### src/rtl/flash_rst_pkg.sv
package flash_rst_pkg;

    typedef enum logic [1:0] {
        ST_IDLE    = 2'd0,
        ST_PULSE   = 2'd1,
        ST_RECOVER = 2'd2
    } seq_state_t;

    // Round a time in ns up to whole clock cycles.
    function automatic int ns_to_cycles(input int ns, input int clk_ns);
        return (ns + clk_ns - 1) / clk_ns;
    endfunction

    function automatic int max_int(input int a, input int b);
        return (a > b) ? a : b;
    endfunction

endpackage

### src/rtl/flash_rst_timer.sv
// Elapsed-cycle counter, loaded with 1 on the accepting edge, saturating.
module flash_rst_timer #(
    parameter int CW        = 11,
    parameter int PULSE_CYC = 50
) (
    input  logic          clk,
    input  logic          rst_n,
    input  logic          start,
    input  logic          run,
    output logic [CW-1:0] cnt,
    output logic          pulse_end
);
    localparam logic [CW-1:0] CNT_MAX = '1;
    localparam logic [CW-1:0] P_LIM   = CW'(PULSE_CYC);

    always_ff @(posedge clk or negedge rst_n) begin
        if (!rst_n) begin
            cnt <= '0;
        end else if (start) begin
            cnt <= CW'(1);
        end else if (run && (cnt != CNT_MAX)) begin
            cnt <= cnt + CW'(1);
        end
    end

    assign pulse_end = (cnt == P_LIM);
endmodule

### src/rtl/flash_rst_mode.sv
// Latches the busy sample at acceptance and compares against the chosen window.
module flash_rst_mode #(
    parameter int CW        = 11,
    parameter int SHORT_CYC = 55,
    parameter int LONG_CYC  = 2000
) (
    input  logic          clk,
    input  logic          rst_n,
    input  logic          start,
    input  logic          dev_busy,
    input  logic [CW-1:0] cnt,
    output logic          wait_end
);
    localparam logic [CW-1:0] S_LIM = CW'(SHORT_CYC);
    localparam logic [CW-1:0] L_LIM = CW'(LONG_CYC);

    logic long_sel;

    always_ff @(posedge clk or negedge rst_n) begin
        if (!rst_n) begin
            long_sel <= 1'b0;
        end else if (start) begin
            long_sel <= dev_busy;
        end
    end

    always_comb begin
        wait_end = (cnt >= (long_sel ? L_LIM : S_LIM));
    end
endmodule

### src/rtl/flash_rst_fsm.sv
module flash_rst_fsm
    import flash_rst_pkg::*;
(
    input  logic clk,
    input  logic rst_n,
    input  logic req,
    input  logic pulse_end,
    input  logic wait_end,
    output logic start,
    output logic run,
    output logic flash_rst_n,
    output logic access_ok
);
    seq_state_t state, state_nx;

    always_ff @(posedge clk or negedge rst_n) begin
        if (!rst_n) begin
            state <= ST_IDLE;
        end else begin
            state <= state_nx;
        end
    end

    always_comb begin
        state_nx = state;
        unique case (state)
            ST_IDLE:    if (req)       state_nx = ST_PULSE;    // T_START
            ST_PULSE:   if (pulse_end) state_nx = ST_RECOVER;  // T_RELEASE
            ST_RECOVER: if (wait_end)  state_nx = ST_IDLE;     // T_READY
            default:                   state_nx = ST_IDLE;
        endcase
    end

    always_comb begin
        start       = 1'b0;
        run         = 1'b0;
        flash_rst_n = 1'b1;
        access_ok   = 1'b0;
        unique case (state)
            ST_IDLE: begin
                access_ok = 1'b1;
                start     = req;
            end
            ST_PULSE: begin
                flash_rst_n = 1'b0;
                run         = 1'b1;
            end
            ST_RECOVER: begin
                run = 1'b1;
            end
            default: begin
                access_ok = 1'b0;
            end
        endcase
    end
endmodule

### src/rtl/flash_rst_seq.sv
module flash_rst_seq
    import flash_rst_pkg::*;
#(
    parameter int CLK_NS       = 10,
    parameter int PULSE_NS     = 500,
    parameter int IDLE_WAIT_NS = 500,
    parameter int BUSY_WAIT_NS = 20000,
    parameter int HIGH_NS      = 50
) (
    input  logic clk,
    input  logic rst_n,
    input  logic req,
    input  logic dev_busy,
    output logic flash_rst_n,
    output logic access_ok
);
    localparam int PULSE_CYC = max_int(1, ns_to_cycles(PULSE_NS, CLK_NS));
    localparam int HIGH_CYC  = max_int(1, ns_to_cycles(HIGH_NS, CLK_NS));
    localparam int SHORT_CYC = max_int(ns_to_cycles(IDLE_WAIT_NS, CLK_NS), PULSE_CYC + HIGH_CYC);
    localparam int LONG_CYC  = max_int(ns_to_cycles(BUSY_WAIT_NS, CLK_NS), PULSE_CYC + HIGH_CYC);
    localparam int CW        = $clog2(max_int(SHORT_CYC, LONG_CYC) + 2);

    logic          start, run, pulse_end, wait_end;
    logic [CW-1:0] cnt;

    flash_rst_fsm u_fsm (
        .clk(clk), .rst_n(rst_n), .req(req),
        .pulse_end(pulse_end), .wait_end(wait_end),
        .start(start), .run(run),
        .flash_rst_n(flash_rst_n), .access_ok(access_ok)
    );

    flash_rst_timer #(.CW(CW), .PULSE_CYC(PULSE_CYC)) u_timer (
        .clk(clk), .rst_n(rst_n), .start(start), .run(run),
        .cnt(cnt), .pulse_end(pulse_end)
    );

    flash_rst_mode #(.CW(CW), .SHORT_CYC(SHORT_CYC), .LONG_CYC(LONG_CYC)) u_mode (
        .clk(clk), .rst_n(rst_n), .start(start), .dev_busy(dev_busy),
        .cnt(cnt), .wait_end(wait_end)
    );
endmodule

### config.mk
export PLATFORM = sky130hd
export DESIGN_NAME = flash_rst_seq
export DESIGN_NICKNAME = d
export VERILOG_FILES = /design/src/rtl/flash_rst_pkg.sv /design/src/rtl/flash_rst_timer.sv /design/src/rtl/flash_rst_mode.sv /design/src/rtl/flash_rst_fsm.sv /design/src/rtl/flash_rst_seq.sv
export SDC_FILE = /design/constraint.sdc
export NUM_CORES = 1
export LEC_CHECK = 0
export BUFFER_PORTS_ARGS = -buffer_cell sky130_fd_sc_hd__buf_2
export CORE_MARGIN = 1
export CORE_UTILIZATION = 40
export CTS_BUF_LIST = sky130_fd_sc_hd__clkbuf_8
export DETAILED_ROUTE_END_ITERATION = 12
export PLACE_DENSITY = 0.56
export SLEW_MARGIN = 10
export SYNTH_ARGS = -nofsm -noshare
export SYNTH_HDL_FRONTEND = slang
export SYNTH_SLANG_ARGS = --single-unit
export TNS_END_PERCENT = 10
### constraint.sdc
create_clock -name clk -period 2 [get_ports clk]
set_clock_uncertainty 0.2 [all_clocks]
set_input_delay 0.1 -clock clk [delete_from_list [all_inputs] [get_ports clk]]
set_output_delay 0.1 -clock clk [all_outputs]
set_load 0.02 [all_outputs]
==> Implementation_results.wiki, run 1 <==
{| class="wikitable"
! Metric !! Value
|-
| Aggregate negative setup slack || -267.2 ps
|-
| Clock latency of the later-clocked register in the worst-skew pair || 250 ps
|-
| Worst rel slew slack || 0.7086
|-
| Num ports || 6
|-
| Pwr Density || 389.6 nW/um^2
|-
| Amount of wire on met2 after detailed routing || 1204 um
|-
| Number of max-cap violations || 0
|-
| Peak fanout along the critical path || 7
|-
| Synthesized net count || 124
|-
| Least-Margin Pin Slew || 437.0 ps
|-
| Slew Limit Fails || 0
|-
| Crit end category || flop
|-
| Starting Density || 0.4365
|-
| DRC viols || 0
|-
| Total Wirelength || ~2400 um
|-
| Via Count || between 800 and 900
|-
| WP data required || 1930 ps
|-
| Clock transition time at the flip-flop clock pins of the worst setup and hold paths || 60 ps
|-
| Number of enable flip-flop cells after synthesis || 0
|-
| CORE AREA || 2276 um^2
|-
| Gate count of the mapped netlist || around 110
|-
| Number of buffers on the longest clock path || 2
|-
| Portion of synthesized cell area occupied by the leading cell type || 0.3526
|-
| Vias in the first global route || 863
|-
| Fin. Hold Viols || 0
|-
| Avg Vias per Cell || 5.594
|-
| Utilization after layout || 0.5915
|-
| Top layer used by detailed routing || met4
|-
| Hold WC Path Type || input port to async pin
|-
| CTS sink cnt || 14
|-
| Routed length on met3 || 88 um
|-
| Max IR drop VDD || 0.3408 mV
|-
| Overall track demand over capacity in global routing || 0.2127
|-
| Residual overflow from global routing || 0
|-
| Number of cells in the design after placement || 154
|-
| Min cycle time layout || 2165 ps
|-
| Share of layout cells above drive strength 1 || 0.3030
|-
| Post-synthesis sequential element count || 14
|-
| Total half-perimeter wirelength after legalization and detailed placement || between 1500 and 2000 um
|-
| Dominant cell type by area after synthesis || sky130_fd_sc_hd__dfrtp_1
|-
| Total Die Area || 2687 um^2
|-
| Die width || 51.84 um
|-
| Placer's final routability congestion estimate || 0.8017
|-
| Result of the run || finished with violations
|-
| Residual antenna-violating net count after detailed routing || 0
|-
| Standby leakage power || 0.5606 nW
|-
| Number of antenna cells inserted || 0
|-
| Detailed-route wire length per cell || 15.25 um
|-
| Count of routing violations after the opening detailed-route iteration || 17
|-
| Wire length of the first global-routing pass || 4022 um
|-
| Die boundary height || 51.84 um
|-
| # rows || 17
|-
| Total number of nets in the final design || between 150 and 200
|-
| Antenna violations before repair || 0
|-
| Final Non-Filler Cells || 160
|-
| Classification of the worst setup path || flop to flop
|-
| Largest net degree at the start of global routing || 15
|-
| Number of distinct standard cells referenced by the synthesized netlist || 34
|-
| Post-synthesis average cell area || 9.372 um^2
|-
| TritonCTS clock tree || yes
|-
| FMAX || 461.9 MHz
|-
| Synthesis-to-finish area growth || 35.52%
|-
| Worst hold slack across all endpoints || approximately 85 ps
|-
| Flop2flop setup slack || -160 ps
|-
| Sequential element share of the synthesized area || 0.3526
|-
| Critical Path Start Type || flop
|-
| Crit path arrival time || 2100 ps
|-
| Biggest area contributors in the synthesized netlist || sky130_fd_sc_hd__dfrtp_1 (35%), sky130_fd_sc_hd__ha_1 (18%), sky130_fd_sc_hd__nor2_1 (3.8%)
|-
| Violated checks || negative setup slack
|-
| H-tree lvl count || 1
|-
| Final setup viols || 2
|-
| Post-synthesis instance area || 993.5 um^2
|-
| Most used flip-flop cell after synthesis || sky130_fd_sc_hd__dfrtp_1
|-
| Post-route worst setup slack || -164.8 ps
|-
| Most instantiated cells after synthesis || sky130_fd_sc_hd__dfrtp_1 (14), sky130_fd_sc_hd__ha_1 (14), sky130_fd_sc_hd__nor2_1 (10)
|-
| Clock Tree Root || sky130_fd_sc_hd__clkbuf_8
|-
| Number of buffers added on ports || 5
|-
| Ys async rst share || 1.000
|-
| Number of iterations in the first detailed-routing pass || 4
|-
| Number of buffers inserted to repair setup after CTS || 0
|-
| Wire length the detailed router placed on met1 || 1093 um
|-
| Synth Warn # || 0
|-
| Unrepaired setup endpoints after global routing || yes
|-
| Overall power after layout || 0.5245 mW
|-
| TritonCTS buffer count || 3
|-
| Portion of the clock cycle consumed by the worst path in the final layout || 1.082
|}
==> repair_timing <==
item,CTS,global route
pin swaps,7,1
setup endpoints to repair,2,5
resized for setup,12,2
hold buffers,3,0
hold endpoints to repair,17,0
==> cell families after synthesis <==
kind of cell / share of synthesized area
AOI/OAI and AO/OA: 0.1360
xor gates and xnor gates: 0.05290
adders and majority gates: 0.1763
buffers and inverters: 0.04660
DFF: 0.3526
muxes: 0.02141
and+or+nand+nor: 0.2141
==> critical path, cell delays in order (launching register included) <==
cell,delay (ps)
sky130_fd_sc_hd__dfrtp_2,460
sky130_fd_sc_hd__inv_6,140
sky130_fd_sc_hd__ha_4,210
sky130_fd_sc_hd__nor2b_1,130
sky130_fd_sc_hd__o21ai_1,70
sky130_fd_sc_hd__o2bb2ai_1,130
sky130_fd_sc_hd__o41ai_2,350
sky130_fd_sc_hd__mux2_1,350
==> sequential cells by signal (all words and copies together), names as in the netlist <==
register         count
u_mode.long_sel      1
u_timer.cnt         11
u_fsm.state          2
==> path summary, 6_finish.rpt <==
path / from / end / depth (start not counted)
worst min-delay path: rst_n / u_timer.cnt[0] / 2
max in group asynchronous: rst_n / u_mode.long_sel / 2
worst max register to register: u_mode.long_sel / u_fsm.state[0] / 7
worst min register to register: u_fsm.state[1] / u_fsm.state[1] / 2
min in group clk: u_fsm.state[1] / u_fsm.state[1] / 2
worst max-delay path: u_mode.long_sel / u_fsm.state[0] / 7
==> routing by layer <==
| layer | vias up | GRT usage |
|---|---|---|
| li1 | 435 | - |
| met1 | 422 | 0.2591 |
| met2 | 30 | 0.3632 |
| met3 | 8 | 0.02632 |
| met4 | 0 | 0.1081 |
| met5 | - | 0 |
==> metrics by stage <==
step	setup WS, ps	cell area (um^2)
6_report	-164.8	1346
5_1_grt	-258.2	1346
4_1_cts	-154.9	1334
3_5_place_dp	-284.8	1169
3_3_place_gp	-193.0	1169
2_1_floorplan	-152.4	993.5
==> area by class of cell <==
cell class                      instances  area, um^2
Clock buffer                            3       41.29
Multi-Input combinational cell         82       696.9
Inverter                                7       31.28
Timing Repair Buffer                   26       190.2
Sequential cell                        14       351.6
Tap cell                               28       35.03
Fill cell                             197       929.6
==> power breakdown <==
part | total (mW) | switching (mW) | leakage (nW) | internal (mW)
Combinational | 0.0130 | 0.00706 | 0.380 | 0.00593
Clock | 0.228 | 0.0948 | 0.0216 | 0.133
Sequential | 0.284 | 0 | 0.159 | 0.284
==> cell usage in the layout (no fill, tap or decap), drive strengths merged, types with 4 or more instances in the layout <==
cell type	count
o21ai	5
nor2	10
buf	23
dfrtp	14
a21oi	6
nand4	4
xnor2	4
nand3	5
inv	7
ha	14
nand2	9
(Power assumes the default switching activity.)
==> inputs of run 2 (changes only) <==
--- a/config.mk
+++ b/config.mk
@@ -7,10 +7,11 @@
 export LEC_CHECK = 0
 export BUFFER_PORTS_ARGS = -buffer_cell sky130_fd_sc_hd__buf_2
 export CORE_MARGIN = 1
-export CORE_UTILIZATION = 40
+export CORE_UTILIZATION = 55
 export CTS_BUF_LIST = sky130_fd_sc_hd__clkbuf_8
 export DETAILED_ROUTE_END_ITERATION = 12
-export PLACE_DENSITY = 0.56
+export GPL_TIMING_DRIVEN = 0
+export PLACE_DENSITY = 0.74
 export SLEW_MARGIN = 10
 export SYNTH_ARGS = -nofsm -noshare
 export SYNTH_HDL_FRONTEND = slang
==> run 2 against run 1 <==
The flow still finishes with violations (negative setup slack). Sequential cell count unchanged. Wire length shrank 17%. Global-route usage rose by 3.2 points. Sequential share of layout area increased by 3.7 points. Non-clock buffer count down 12. Sequential power about the same. Combinational power is essentially flat. Via count fell by 7.3%. Die area is 26% lower. Critical path depth is the same. Largest cell class unchanged.
==> Implementation_results.wiki, run 2 (synthesized netlist as in run 1, its figures left out) <==
{| class="wikitable"
! Metric !! Value
|-
| Result of the run || finished with violations
|-
| Violated checks || negative setup slack
|-
| Placer's final routability congestion estimate || 0.8370
|-
| Max IR drop VDD || between 0.5 and 0.6 mV
|-
| Crit end category || flop
|-
| Share of layout cells above drive strength 1 || 0.2231
|-
| Max FFs per register || 11
|-
| Aggregate negative setup slack || -261.4 ps
|-
| Most common cell after layout, fill and taps aside || sky130_fd_sc_hd__ha_1
|-
| FMAX || 463.9 MHz
|-
| Pwr Density || between 400 and 500 nW/um^2
|-
| Cell class contributing the biggest share of worst-path delay || compound AO/OA/AOI/OAI gates
|-
| Number of buffers on the longest clock path || 2
|-
| Detailed-route wire length per cell || roughly 14 um
|-
| CP max-delay cell || sky130_fd_sc_hd__dfrtp_2
|-
| Hold WC Path Type || input port to async pin
|-
| Flop2flop setup slack || -160 ps
|-
| Clock transition time at the flip-flop clock pins of the worst setup and hold paths || 60 ps
|-
| Most flop-heavy register || u_timer.cnt
|-
| Clock Tree Root || sky130_fd_sc_hd__clkbuf_8
|-
| Unrepaired setup endpoints after global routing || yes
|-
| Num ports || 6
|-
| Worst stage delay on the critical path || 450 ps
|-
| TritonCTS clock tree || yes
|-
| Wire length of the first global-routing pass || 3491 um
|-
| Placed Instance Area || 1049 um^2
|-
| Critical Path Start Type || flop
|-
| TritonCTS buffer count || 3
|-
| Fin. Hold Viols || 0
|-
| Post-route worst setup slack || -155.8 ps
|-
| Total Die Area || approximately 2000 um^2
|-
| Count of routing violations after the opening detailed-route iteration || 27
|-
| # rows || 14
|-
| Final setup viols || 2
|-
| Number of iterations in the first detailed-routing pass || 4
|-
| Clock latency of the later-clocked register in the worst-skew pair || about 240 ps
|-
| Most frequent cells in the layout || sky130_fd_sc_hd__ha_1 (12), sky130_fd_sc_hd__nor2_1 (10), sky130_fd_sc_hd__nand2_1 (9), sky130_fd_sc_hd__dfrtp_1 (9), sky130_fd_sc_hd__buf_2 (6)
|-
| Synthesis-to-finish area growth || 20.40%
|-
| Min cycle time layout || 2156 ps
|-
| Worst rel slew slack || 0.6868
|-
| Terminus of the critical flop-to-flop path || u_fsm.state[0]
|-
| Crit path arrival time || roughly 2100 ps
|-
| Number of antenna cells inserted || 0
|-
| Starting Density || 0.6232
|-
| Critical-path cell list || inv_4 -> ha_1 -> nand4_1 -> nor2_1 -> o2bb2ai_1 -> o41ai_2 -> mux2_1
|-
| Overall track demand over capacity in global routing || 0.2449
|-
| DRC viols || 0
|-
| Final design area excluding fillers || 1196 um^2
|-
| Standby leakage power || roughly 0.51 nW
|-
| H-tree lvl count || 1
|-
| Met3 usage in global routing || 0.04490
|-
| Least-Margin Pin Slew || between 400 and 500 ps
|-
| Overall power after layout || 0.5674 mW
|-
| Worst reg2reg startpoint || u_mode.long_sel
|-
| Peak fanout along the critical path || 7
|-
| Portion of the clock cycle consumed by the worst path in the final layout || 1.078
|-
| Total half-perimeter wirelength after legalization and detailed placement || 1496 um
|-
| Number of max-cap violations || 0
|-
| Worst R2R Path Depth || 7
|-
| Grt met2 use || 0.4029
|-
| Registers with the highest flip-flop counts || u_timer.cnt (11), u_fsm.state (2), u_mode.long_sel (1)
|-
| Number of buffers added on ports || 5
|-
| Total number of nets in the final design || 140
|-
| Vias in the first global route || 784
|-
| Via Count || 830
|-
| Largest net degree at the start of global routing || 15
|-
| Global-route layer with the greatest usage || met2
|-
| Classification of the worst setup path || flop to flop
|-
| Antenna violations before repair || 0
|-
| Die width || 44.50 um
|-
| Die boundary height || 44.50 um
|-
| CORE AREA || 1594 um^2
|-
| Total Wirelength || ~2000 um
|-
| WP data required || 1920 ps
|-
| Residual overflow from global routing || 0
|-
| Slew Limit Fails || 0
|-
| Met1 global-route usage || 0.3282
|-
| Worst Path Buf+Inv || 1
|-
| CTS sink cnt || 14
|-
| Avg Vias per Cell || 5.724
|-
| Residual antenna-violating net count after detailed routing || 0
|}
-- run 2: cell type report --
type,instances,area [um^2]
Multi-Input combinational cell,82,628.1
Timing Repair Buffer,11,77.57
Buffer,3,20.02
Tap cell,24,30.03
Fill cell,109,397.9
Clock buffer,4,55.05
Sequential cell,14,356.6
Inverter,7,28.78
-- run 2: worst reg2reg max path: cells and delay by family, from the launching register on --
kind	cells	cell delay, ps
buf+inv	1	100
mux	1	360
simple gates	2	190
compound gates	2	500
fa+ha+maj	1	240
flops	1	450
-- run 2: timing repair --
item                       CTS  global route
pin swaps                    3             1
buffers inserted             3             0
hold buffers                 3             0
setup endpoints to repair    2             4
gates resized for setup      7             5
hold endpoints to repair    17             0
-- run 2: power breakdown --
part	internal, mW	switching [mW]
Clock	0.174	0.0970
Combinational	0.00595	0.00710
Sequential	0.283	0
Total	0.463	0.104
-- run 2: worst max-delay path by stage --
stage                    startpoint  depth (start not counted)        endpoint
global route        u_mode.long_sel                          7  u_fsm.state[0]
detailed placement  u_mode.long_sel                          7  u_fsm.state[0]
global placement    u_mode.long_sel                          7  u_fsm.state[0]
CTS                 u_mode.long_sel                          7  u_fsm.state[0]
floorplan            u_timer.cnt[5]                          6  u_fsm.state[0]
finish              u_mode.long_sel                          7  u_fsm.state[0]
-- run 2: through the flow --
stage                       util  worst slack, ps  hold slack (ps)  instances
after CTS                 0.7370           -164.0            104.0        145
after global placement    0.6578           -317.3           -194.4        135
after global routing      0.7504           -259.6            149.5        145
final                     0.7504           -155.8            111.9        145
after floorplan                -           -152.4           -395.6        106
after detailed placement  0.6578           -347.8           -187.1        135
-- run 2: layer usage --
layer | up-vias | share of wire
met3 | 2 | 0.035
li1 | 414 | -
met4 | 0 | 0.0064
met1 | 387 | 0.47
met5 | - | 0
met2 | 27 | 0.49
